**config.mk**
```make
export PLATFORM = sky130hd
export DESIGN_NAME = sdlc_addr_filter
export DESIGN_NICKNAME = d
export VERILOG_FILES = /design/src/rtl/sdlc_filt_pkg.sv /design/src/rtl/sdlc_cfg_snap.sv /design/src/rtl/sdlc_addr_match.sv /design/src/rtl/sdlc_filt_fsm.sv /design/src/rtl/sdlc_out_stage.sv /design/src/rtl/sdlc_addr_filter.sv
export SDC_FILE = /design/constraint.sdc
export NUM_CORES = 1
export LEC_CHECK = 0
export BUFFER_PORTS_ARGS = -buffer_cell sky130_fd_sc_hd__buf_2
export CAP_MARGIN = 20
export CORE_MARGIN = 2
export CORE_UTILIZATION = 40
export CTS_CLUSTER_SIZE = 28
export DETAILED_ROUTE_END_ITERATION = 12
export PLACE_DENSITY_LB_ADDON = 0.12
export SETUP_SLACK_MARGIN = 0.5
export SLEW_MARGIN = 5
export SYNTH_ARGS = -nofsm -noshare
export SYNTH_HDL_FRONTEND = slang
export SYNTH_SLANG_ARGS = --single-unit
```
**constraint.sdc**
```tcl
create_clock -name clk -period 3.75 [get_ports clk]
set_clock_uncertainty 0.05 [all_clocks]
set_input_delay 0.5625 -clock clk [delete_from_list [all_inputs] [get_ports clk]]
set_output_delay 0.5625 -clock clk [all_outputs]
set_load 0.01 [all_outputs]
```
**src/rtl/sdlc_filt_pkg.sv**
```systemverilog
// Package: shared types for the receive address filter.
// Assumes: one frame-level state machine and a captured mode word per frame.
package sdlc_filt_pkg;

    // Frame progress as seen by the filter
    typedef enum logic [1:0] {
        ST_IDLE = 2'd0,   // outside any frame
        ST_ADDR = 2'd1,   // start seen, waiting for the address byte
        ST_PASS = 2'd2,   // frame accepted, forwarding
        ST_DROP = 2'd3    // frame rejected, discarding
    } filt_state_e;

    // Compare-mode settings captured at frame start
    typedef struct packed {
        logic srch;   // address search on
        logic grp;    // compare upper group bits only
    } filt_mode_t;

endpackage

```
**src/rtl/sdlc_cfg_snap.sv**
```systemverilog
// Module: captures the compare settings when a frame starts.
// Assumes: load is high only for an enabled start marker, so the
// settings stay fixed from one start marker to the next.
module sdlc_cfg_snap
    import sdlc_filt_pkg::*;
#(
    parameter int ADDR_W = 8
) (
    input  logic              clk,
    input  logic              rst_n,
    input  logic              load,
    input  logic              srch_in,
    input  logic              grp_in,
    input  logic [ADDR_W-1:0] stn_in,
    output filt_mode_t        mode_q,
    output logic [ADDR_W-1:0] stn_q
);

    // Hold the settings for the frame now in progress
    always_ff @(posedge clk) begin
        if (!rst_n) begin
            mode_q <= '0;
            stn_q  <= '0;
        end else if (load) begin
            mode_q.srch <= srch_in;
            mode_q.grp  <= grp_in;
            stn_q       <= stn_in;
        end
    end

endmodule

```
**src/rtl/sdlc_addr_match.sv**
```systemverilog
// Module: combinational accept decision for one address byte.
// Assumes: the mode and station address come from the per-frame capture.
// GRP_BITS upper bits are compared in group mode. A value of ADDR_W or
// more makes group mode the same as a full compare.
module sdlc_addr_match
    import sdlc_filt_pkg::*;
#(
    parameter int ADDR_W   = 8,
    parameter int GRP_BITS = 4,
    parameter bit BCAST_EN = 1'b1
) (
    input  logic [ADDR_W-1:0] rx_addr,
    input  logic [ADDR_W-1:0] stn,
    input  filt_mode_t        mode,
    output logic              accept
);

    localparam logic [ADDR_W-1:0] BCAST_VAL = '1;

    logic full_hit;
    logic grp_hit;
    logic bcast_hit;

    // Compare every address bit
    always_comb full_hit = (rx_addr == stn);

    generate
        if (GRP_BITS >= ADDR_W) begin : g_grp_full
            // Group field covers the whole byte
            always_comb grp_hit = full_hit;
        end else begin : g_grp_part
            // Compare only the upper group field
            always_comb grp_hit =
                (rx_addr[ADDR_W-1 -: GRP_BITS] == stn[ADDR_W-1 -: GRP_BITS]);
        end

        if (BCAST_EN) begin : g_bcast
            // Recognise the all-ones address
            always_comb bcast_hit = (rx_addr == BCAST_VAL);
        end else begin : g_no_bcast
            // No broadcast recognition in this build
            always_comb bcast_hit = 1'b0;
        end
    endgenerate

    // Combine the hits according to the captured mode
    always_comb begin
        if (!mode.srch)     accept = 1'b1;
        else if (bcast_hit) accept = 1'b1;
        else if (mode.grp)  accept = grp_hit;
        else                accept = full_hit;
    end

endmodule

```
**src/rtl/sdlc_filt_fsm.sv**
```systemverilog
// Module: frame state machine. It tracks the frame, makes the address
// decision and issues emit and abandon strobes to the output stage.
// Assumes: in_sof, in_valid and in_eof come from the flag detector and
// at most one of them is high in a cycle. If several are high, the
// priority is enable loss, then start, then end, then byte.
module sdlc_filt_fsm
    import sdlc_filt_pkg::*;
(
    input  logic clk,
    input  logic rst_n,
    input  logic rx_en,
    input  logic in_sof,
    input  logic in_valid,
    input  logic in_eof,
    input  logic accept,
    output logic load_cfg,
    output logic emit_first,
    output logic emit_byte,
    output logic emit_end,
    output logic abandon
);

    filt_state_e state_q;
    filt_state_e state_d;

    // Capture the settings on every enabled start marker
    always_comb load_cfg = rx_en & in_sof;

    // Next state and strobes for this cycle
    always_comb begin
        state_d    = state_q;
        emit_first = 1'b0;
        emit_byte  = 1'b0;
        emit_end   = 1'b0;
        abandon    = 1'b0;
        if (!rx_en) begin
            state_d = ST_IDLE;
            abandon = (state_q != ST_IDLE);
        end else if (in_sof) begin
            state_d = ST_ADDR;
            abandon = (state_q == ST_PASS);
        end else if (in_eof) begin
            emit_end = (state_q == ST_PASS);
            state_d  = ST_IDLE;
        end else if (in_valid) begin
            unique case (state_q)
                ST_ADDR: begin
                    if (accept) begin
                        emit_first = 1'b1;
                        state_d    = ST_PASS;
                    end else begin
                        state_d    = ST_DROP;
                    end
                end
                ST_PASS: emit_byte = 1'b1;
                default: state_d   = state_q;
            endcase
        end
    end

    // State register
    always_ff @(posedge clk) begin
        if (!rst_n) state_q <= ST_IDLE;
        else        state_q <= state_d;
    end

endmodule

```
**src/rtl/sdlc_out_stage.sv**
```systemverilog
// Module: registered output stage. It drives the byte stream, the frame
// markers and the accepted level.
// Assumes: the emit strobes from the state machine are mutually exclusive.
// The accepted level rises with the first byte and clears one cycle after
// the end pulse, or at once on abandon.
module sdlc_out_stage #(
    parameter int DATA_W = 8
) (
    input  logic              clk,
    input  logic              rst_n,
    input  logic              emit_first,
    input  logic              emit_byte,
    input  logic              emit_end,
    input  logic              abandon,
    input  logic [DATA_W-1:0] in_data,
    output logic              out_valid,
    output logic              out_sof,
    output logic              out_eof,
    output logic [DATA_W-1:0] out_data,
    output logic              frm_acc
);

    // Register the strobes and markers
    always_ff @(posedge clk) begin
        if (!rst_n) begin
            out_valid <= 1'b0;
            out_sof   <= 1'b0;
            out_eof   <= 1'b0;
        end else begin
            out_valid <= emit_first | emit_byte;
            out_sof   <= emit_first;
            out_eof   <= emit_end;
        end
    end

    // Register the byte only when it is forwarded
    always_ff @(posedge clk) begin
        if (!rst_n)                       out_data <= '0;
        else if (emit_first || emit_byte) out_data <= in_data;
    end

    // Accepted level for the frame on the output
    always_ff @(posedge clk) begin
        if (!rst_n)                  frm_acc <= 1'b0;
        else if (emit_first)         frm_acc <= 1'b1;
        else if (abandon || out_eof) frm_acc <= 1'b0;
    end

endmodule

```
**src/rtl/sdlc_addr_filter.sv**
```systemverilog
// Module: top of the receive address filter.
// Assumes: the input comes from a flag detector and zero-bit remover.
// Start and end markers carry no byte, and the first byte after a start
// marker is the address field. The output has one cycle of latency.
module sdlc_addr_filter
    import sdlc_filt_pkg::*;
#(
    parameter int ADDR_W   = 8,
    parameter int GRP_BITS = 4,
    parameter bit BCAST_EN = 1'b1
) (
    input  logic              clk,
    input  logic              rst_n,
    input  logic              rx_en,
    input  logic              srch_en,
    input  logic              grp_en,
    input  logic [ADDR_W-1:0] stn_addr,
    input  logic              in_sof,
    input  logic              in_valid,
    input  logic [ADDR_W-1:0] in_data,
    input  logic              in_eof,
    output logic              out_valid,
    output logic              out_sof,
    output logic [ADDR_W-1:0] out_data,
    output logic              out_eof,
    output logic              frm_acc
);

    filt_mode_t        mode_q;
    logic [ADDR_W-1:0] stn_q;
    logic              accept;
    logic              load_cfg;
    logic              emit_first;
    logic              emit_byte;
    logic              emit_end;
    logic              abandon;

    sdlc_cfg_snap #(.ADDR_W(ADDR_W)) cfg_i (
        .clk     (clk),
        .rst_n   (rst_n),
        .load    (load_cfg),
        .srch_in (srch_en),
        .grp_in  (grp_en),
        .stn_in  (stn_addr),
        .mode_q  (mode_q),
        .stn_q   (stn_q)
    );

    sdlc_addr_match #(
        .ADDR_W   (ADDR_W),
        .GRP_BITS (GRP_BITS),
        .BCAST_EN (BCAST_EN)
    ) match_i (
        .rx_addr (in_data),
        .stn     (stn_q),
        .mode    (mode_q),
        .accept  (accept)
    );

    sdlc_filt_fsm fsm_i (
        .clk        (clk),
        .rst_n      (rst_n),
        .rx_en      (rx_en),
        .in_sof     (in_sof),
        .in_valid   (in_valid),
        .in_eof     (in_eof),
        .accept     (accept),
        .load_cfg   (load_cfg),
        .emit_first (emit_first),
        .emit_byte  (emit_byte),
        .emit_end   (emit_end),
        .abandon    (abandon)
    );

    sdlc_out_stage #(.DATA_W(ADDR_W)) out_i (
        .clk        (clk),
        .rst_n      (rst_n),
        .emit_first (emit_first),
        .emit_byte  (emit_byte),
        .emit_end   (emit_end),
        .abandon    (abandon),
        .in_data    (in_data),
        .out_valid  (out_valid),
        .out_sof    (out_sof),
        .out_eof    (out_eof),
        .out_data   (out_data),
        .frm_acc    (frm_acc)
    );

endmodule

```
# Word level (Yosys, flattened, before mapping)
# Index checks and enable logic that the tools add are counted.
[classes]
eq_ne = 5
bitwise = 5
mux = 23
n_reduce_logical = 11
[op_table]
columns = ["operator", "n"]
rows = [
  ["1-bit 2-to-1 mux", 23],
  ["8-bit equality test", 1],
  ["8-bit equality test, second input constant", 1],
  ["4-bit OR reduction", 2],
  ["2-bit AND reduction", 3],
  ["3-bit nonzero test", 2],
  ["4-bit equality test", 1],
  ["2-bit nonzero test", 2],
  ["1-bit inverter", 3],
  ["2-bit by 1-bit equality test with 1-bit output, second input constant", 1],
  ["2-bit equality test, second input constant", 1],
  ["1-bit logical OR", 2],
  ["1-bit AND", 1],
  ["1-bit bitwise OR", 1],
]
[word_totals]
inputBits = 24
wordCells = 54
ff_bits = 24

# Logic depth before layout (Yosys ltp)
[depth]
word_depth = 11
ltp_mapped = 6

# Hierarchy
# From an unflattened synthesis, not the netlist that was laid out.
[unflattened]
hier_cells = 108
hier_area_um2 = 1102.3
[modules_own_cells]
columns = ["module", "instances", "area_each_um2", "seq_area_each_um2", "cells_each"]
rows = [
  ["sdlc_out_stage", 1, 466.7, 240.2, 47],
  ["sdlc_cfg_snap", 1, 374.1, 200.2, 31],
  ["sdlc_filt_fsm", 1, 151.4, 40.0, 16],
  ["sdlc_addr_match", 1, 110.1, 0.0, 14],
]

# Worst setup path after synthesis
# Ideal clock, no wire load.
[synth_timing]
path_type = "input to register"
start = "input in_sof"
end = "register out_i.out_data[0]"
setup_time_ns = 0.119
setup_slack_ns = 2.145
path_buffers = 1
stages = 6
arrival_ns = 1.436
t_required_ns = 3.581
cell_sequence = "nand4bb_1 nor3_2 nor3b_2 a211oi_2 buf_6 mux2i_1"
[synth_between]
elab_chain_cells = 3
elab_cells_between_ends = 5
classes_between = "mux (4); reduce/logical (1)"
[synth_lines]
columns = ["item", "line", "rtl"]
rows = [
  ["start, declared", "sdlc_addr_filter.sv:18", "input logic in_sof,"],
  ["1-bit 2-to-1 mux", "sdlc_filt_fsm.sv:39", "end else if (in_sof) begin"],
  ["1-bit 2-to-1 mux", "sdlc_filt_fsm.sv:36", "if (!rx_en) begin"],
  ["1-bit logical OR *", "sdlc_out_stage.sv:39", "else if (emit_first || emit_byte) out_data <= in_data;"],
  ["end signal, assigned", "sdlc_out_stage.sv:39", ""],
  ["end, declared", "sdlc_out_stage.sv:19", "output logic [DATA_W-1:0] out_data,"],
]
# Every way passes the cells marked *; elsewhere a longest branch is shown, timed or not.
# A chain may end at the register's enable or synchronous reset.

# Worst setup path after layout
[layout_timing]
start = "input in_data[2]"
end = "register out_i.out_data[5]"
[layout_between]
elab_chain_cells = 11
elab_cells_between_ends = 12
classes_between = "eq/ne (2); mux (9); reduce/logical (1)"
[layout_lines]
columns = ["item", "line", "rtl"]
rows = [
  ["start, declared", "sdlc_addr_filter.sv:20", "input logic [ADDR_W-1:0] in_data,"],
  ["8-bit equality test", "sdlc_addr_match.sv:25", "always_comb full_hit = (rx_addr == stn);"],
  ["1-bit 2-to-1 mux", "sdlc_addr_match.sv:50", "else if (mode.grp) accept = grp_hit;"],
  ["1-bit 2-to-1 mux *", "sdlc_addr_match.sv:49", "else if (bcast_hit) accept = 1'b1;"],
  ["1-bit 2-to-1 mux *", "sdlc_addr_match.sv:48", "if (!mode.srch) accept = 1'b1;"],
  ["1-bit 2-to-1 mux *", "sdlc_filt_fsm.sv:48", "if (accept) begin"],
  ["1-bit 2-to-1 mux *", "sdlc_filt_fsm.sv:46", "unique case (state_q)"],
  ["1-bit 2-to-1 mux *", "sdlc_filt_fsm.sv:45", "end else if (in_valid) begin"],
  ["1-bit 2-to-1 mux *", "sdlc_filt_fsm.sv:42", "end else if (in_eof) begin"],
  ["1-bit 2-to-1 mux *", "sdlc_filt_fsm.sv:39", ""],
  ["1-bit 2-to-1 mux *", "sdlc_filt_fsm.sv:36", ""],
  ["1-bit logical OR *", "sdlc_out_stage.sv:39", ""],
]
# Marks and branches as above.

==> results.py <==
metrics = {
    "layout": {
        "multi_input_area_sq_um": 541.8,
        "instances_no_fill": 183,
        "antennaDiodeCount": 0,
        "areaGrowthSynthToFinish_pct": 19.65,
        "final_net_count": 179,
        "fin_util": 0.5090,
        "seq_area_sq_um": 480.5,
        "final_area_sq_um": 1272,
        "nFillCells": 251,
        "drive_gt1_frac": 0.2745,
    },
    "drt": {
        "initialDrtViolationCount": 9,
        "drc": 0,
        "wl_um": 2067,
        "wl_per_cell_um": 11.30,
        "routed-via-count": 885,
        "dr.pass1.iters": 4,
        "vias_per_cell": 4.836,
        "postRouteAntennaNets": 0,
    },
    "synth": {
        "netlist_instances": 120,
        "synth_cell_type_count": 26,
        "ys_async_sr_fraction": 0,
        "synth_seq_cells": 24,
        "synthFlopType": "dfxtp_1",
        "syn_area_sq_um": 1064,
        "synth_area_per_cell_sq_um": 8.863,
        "synth_seq_area_share": 0.4518,
        "yosys_warnings": 0,
        "synth_nets": 144,
        "synth_edf_count": 0,
    },
    "min_path": {
        "holdCritStartpoint": "in_eof",
        "hold_path_class": "input port to flip-flop",
        "hold_path_end": "fsm_i.state_q[1]",
        "min_path_cells": 2,
    },
    "timing": {
        "slew_headroom": 0.4213,
        "tns_ns": 0,
        "setup_viol": 0,
        "slew_viol_final": 0,
        "max_slew.worst_pin.slew_ns": 0.8664,
        "fin_hold_ws_ns": 0.4091,
        "finalWorstSetupSlack_ns": 1.866,
        "layout_min_cycle_time_ns": 1.884,
        "min_period_over_period": 0.5024,
        "fmax_mhz": 530.8,
        "timing_hold_violations_final": 0,
        "rsz0062_at_grt": "no",
    },
    "global_route": {
        "grt_start_max_net_pins": 31,
        "antenna_found_initial": 0,
        "grt_pass1_vias": 833,
        "grt_overflow_total": 0,
        "grt_pass1_wl_um": 3650,
        "track_usage": 0.1459,
    },
    "clock_network": {
        "cts_buffer_depth": 2,
        "cts-buffers-inserted": 3,
        "cts_resized": 0,
        "path_clk_slew_ns": 0.12,
        "worstSkewPairLatency_ns": 0.30,
        "post_cts_buffers": 0,
        "cts_sinks": 24,
        "postCtsHoldBufs": 0,
        "cts-root-buf": "clkbuf_4",
        "cts_max_level": 1,
        "cts_tree": "built",
    },
    "power": {
        "power.total_mw": 0.4209,
        "ir_drop_mv": 0.2000,
        "power.leakage_nw": 0.5766,
        "p_per_area_nw_per_um2": 330.8,
    },
    "setup_path": {
        "critPathMaxFanout": 9,
        "startpoint_type": "input port",
        "reg2reg_depth": 5,
        "r2r-start": "cfg_i.stn_q[2]",
        "setup.worst_path.class": "input port to flip-flop",
        "regToRegSetupSlack_ns": 1.92,
        "cp.required_ns": 3.94,
        "r2r_end": "out_i.out_data[5]",
        "worstPathArrival_ns": 2.08,
        "cp-end-kind": "flip-flop",
    },
    "place": {
        "post_dp_cell_area_sq_um": 1250,
        "dp.cells": 180,
        "post-place-ws_ns": 1.537,
        "place.gp.congestion": 0.7549,
        "dp_hpwl_um": 1613,
        "portBuffers": 35,
    },
    "floorplanning": {
        "die_h_um": 55.57,
        "start_util": 0.4254,
        "rows": 18,
        "num_io_pins": 36,
        "die_w_um": 55.57,
        "coreArea_sq_um": 2500,
        "die-area_sq_um": 3087,
    },
    "run": {
        "maxCapViolations": 0,
    },
    "run_status": {
        "status": "completed",
    },
}
[worst max-delay path by stage]
stage | cells after the start | from | slack (ns) | end
2_1_floorplan | 6 | in_sof | 2.14 | out_i.out_data[0]
3_3_place_gp | 6 | in_data[2] | 1.58 | out_i.out_data[4]
3_5_place_dp | 6 | in_data[2] | 1.54 | out_i.out_data[5]
4_1_cts | 6 | in_data[2] | 1.86 | out_i.out_data[5]
5_1_grt | 6 | in_data[2] | 1.79 | out_i.out_data[5]
6_report | 6 | in_data[2] | 1.87 | out_i.out_data[5]
[layout make-up]
cell class	count	share of cell area
Clock buffer	3	0.01770
Inverter	4	0.01180
Multi-Input combinational cell	87	0.4258
Sequential cell	24	0.3776
Tap cell	30	0.02950
Timing Repair Buffer	35	0.1377
[flip-flops by register name, summed over array words and instances (netlist names)]
register         count
fsm_i.state_q        2
out_i.out_valid      1
cfg_i.mode_q         2
out_i.out_eof        1
out_i.frm_acc        1
out_i.out_sof        1
cfg_i.stn_q          8
out_i.out_data       8
[synthesized netlist by cell type, drive strengths merged, types with 2 or more instances]
| master | count | area share |
|---|---|---|
| nor3 | 3 | 0.019 |
| xnor2 | 8 | 0.066 |
| mux2i | 8 | 0.075 |
| dfxtp | 24 | 0.45 |
| clkbuf | 4 | 0.014 |
| inv | 4 | 0.014 |
| a21oi | 2 | 0.0094 |
| a21boi | 10 | 0.071 |
| o21ai | 3 | 0.014 |
| nand2 | 38 | 0.13 |
| nand4 | 3 | 0.018 |
[layer usage]
metal / wire (um) / GRT usage / share of wire
met5: 0 / 0 / 0
met4: 15 / 0.03136 / 0.0073
met3: 141 / 0.05152 / 0.068
met2: 890 / 0.2347 / 0.43
met1: 1019 / 0.1879 / 0.49
[cells in the final DEF (no fill, tap or decap), drive strengths merged]
cell type / synthesis / final
a211oi: 1 / 1
a21boi: 10 / 10
a21oi: 2 / 2
a311o: 1 / 1
a41o: 1 / 1
a41oi: 1 / 1
and2: 1 / 1
and3: 1 / 1
buf: 1 / 35
clkbuf: 4 / 3
dfxtp: 24 / 24
inv: 4 / 4
mux2i: 8 / 8
nand2: 38 / 38
nand3: 1 / 1
nand4: 3 / 3
nand4bb: 1 / 1
nor2b: 1 / 1
nor3: 3 / 3
nor3b: 1 / 1
nor4: 1 / 1
o21ai: 3 / 3
o21bai: 1 / 1
xnor2: 8 / 8
[worst max-delay path, cell delays in order]
cell,delay [ns]
buf_2,0.12
xnor2_1,0.13
a41oi_2,0.23
nor3b_2,0.08
a211oi_2,0.68
mux2i_1,0.26
[report_power, final]
part | leakage [nW] | switching (mW) | internal [mW]
Sequential | 0.195 | 0.00411 | 0.261
Combinational | 0.368 | 0.0268 | 0.0236
Clock | 0.0138 | 0.0681 | 0.0375
[cells by family after synthesis]
kind of cell | count (synthesis) | share of synthesized area
flops | 24 | 0.4518
simple gates | 51 | 0.2212
compound gates | 20 | 0.1471
xor+xnor | 8 | 0.06588
buf+inv | 9 | 0.03881
mux | 8 | 0.07530
Note: power is estimated with default switching activity, not from simulation.
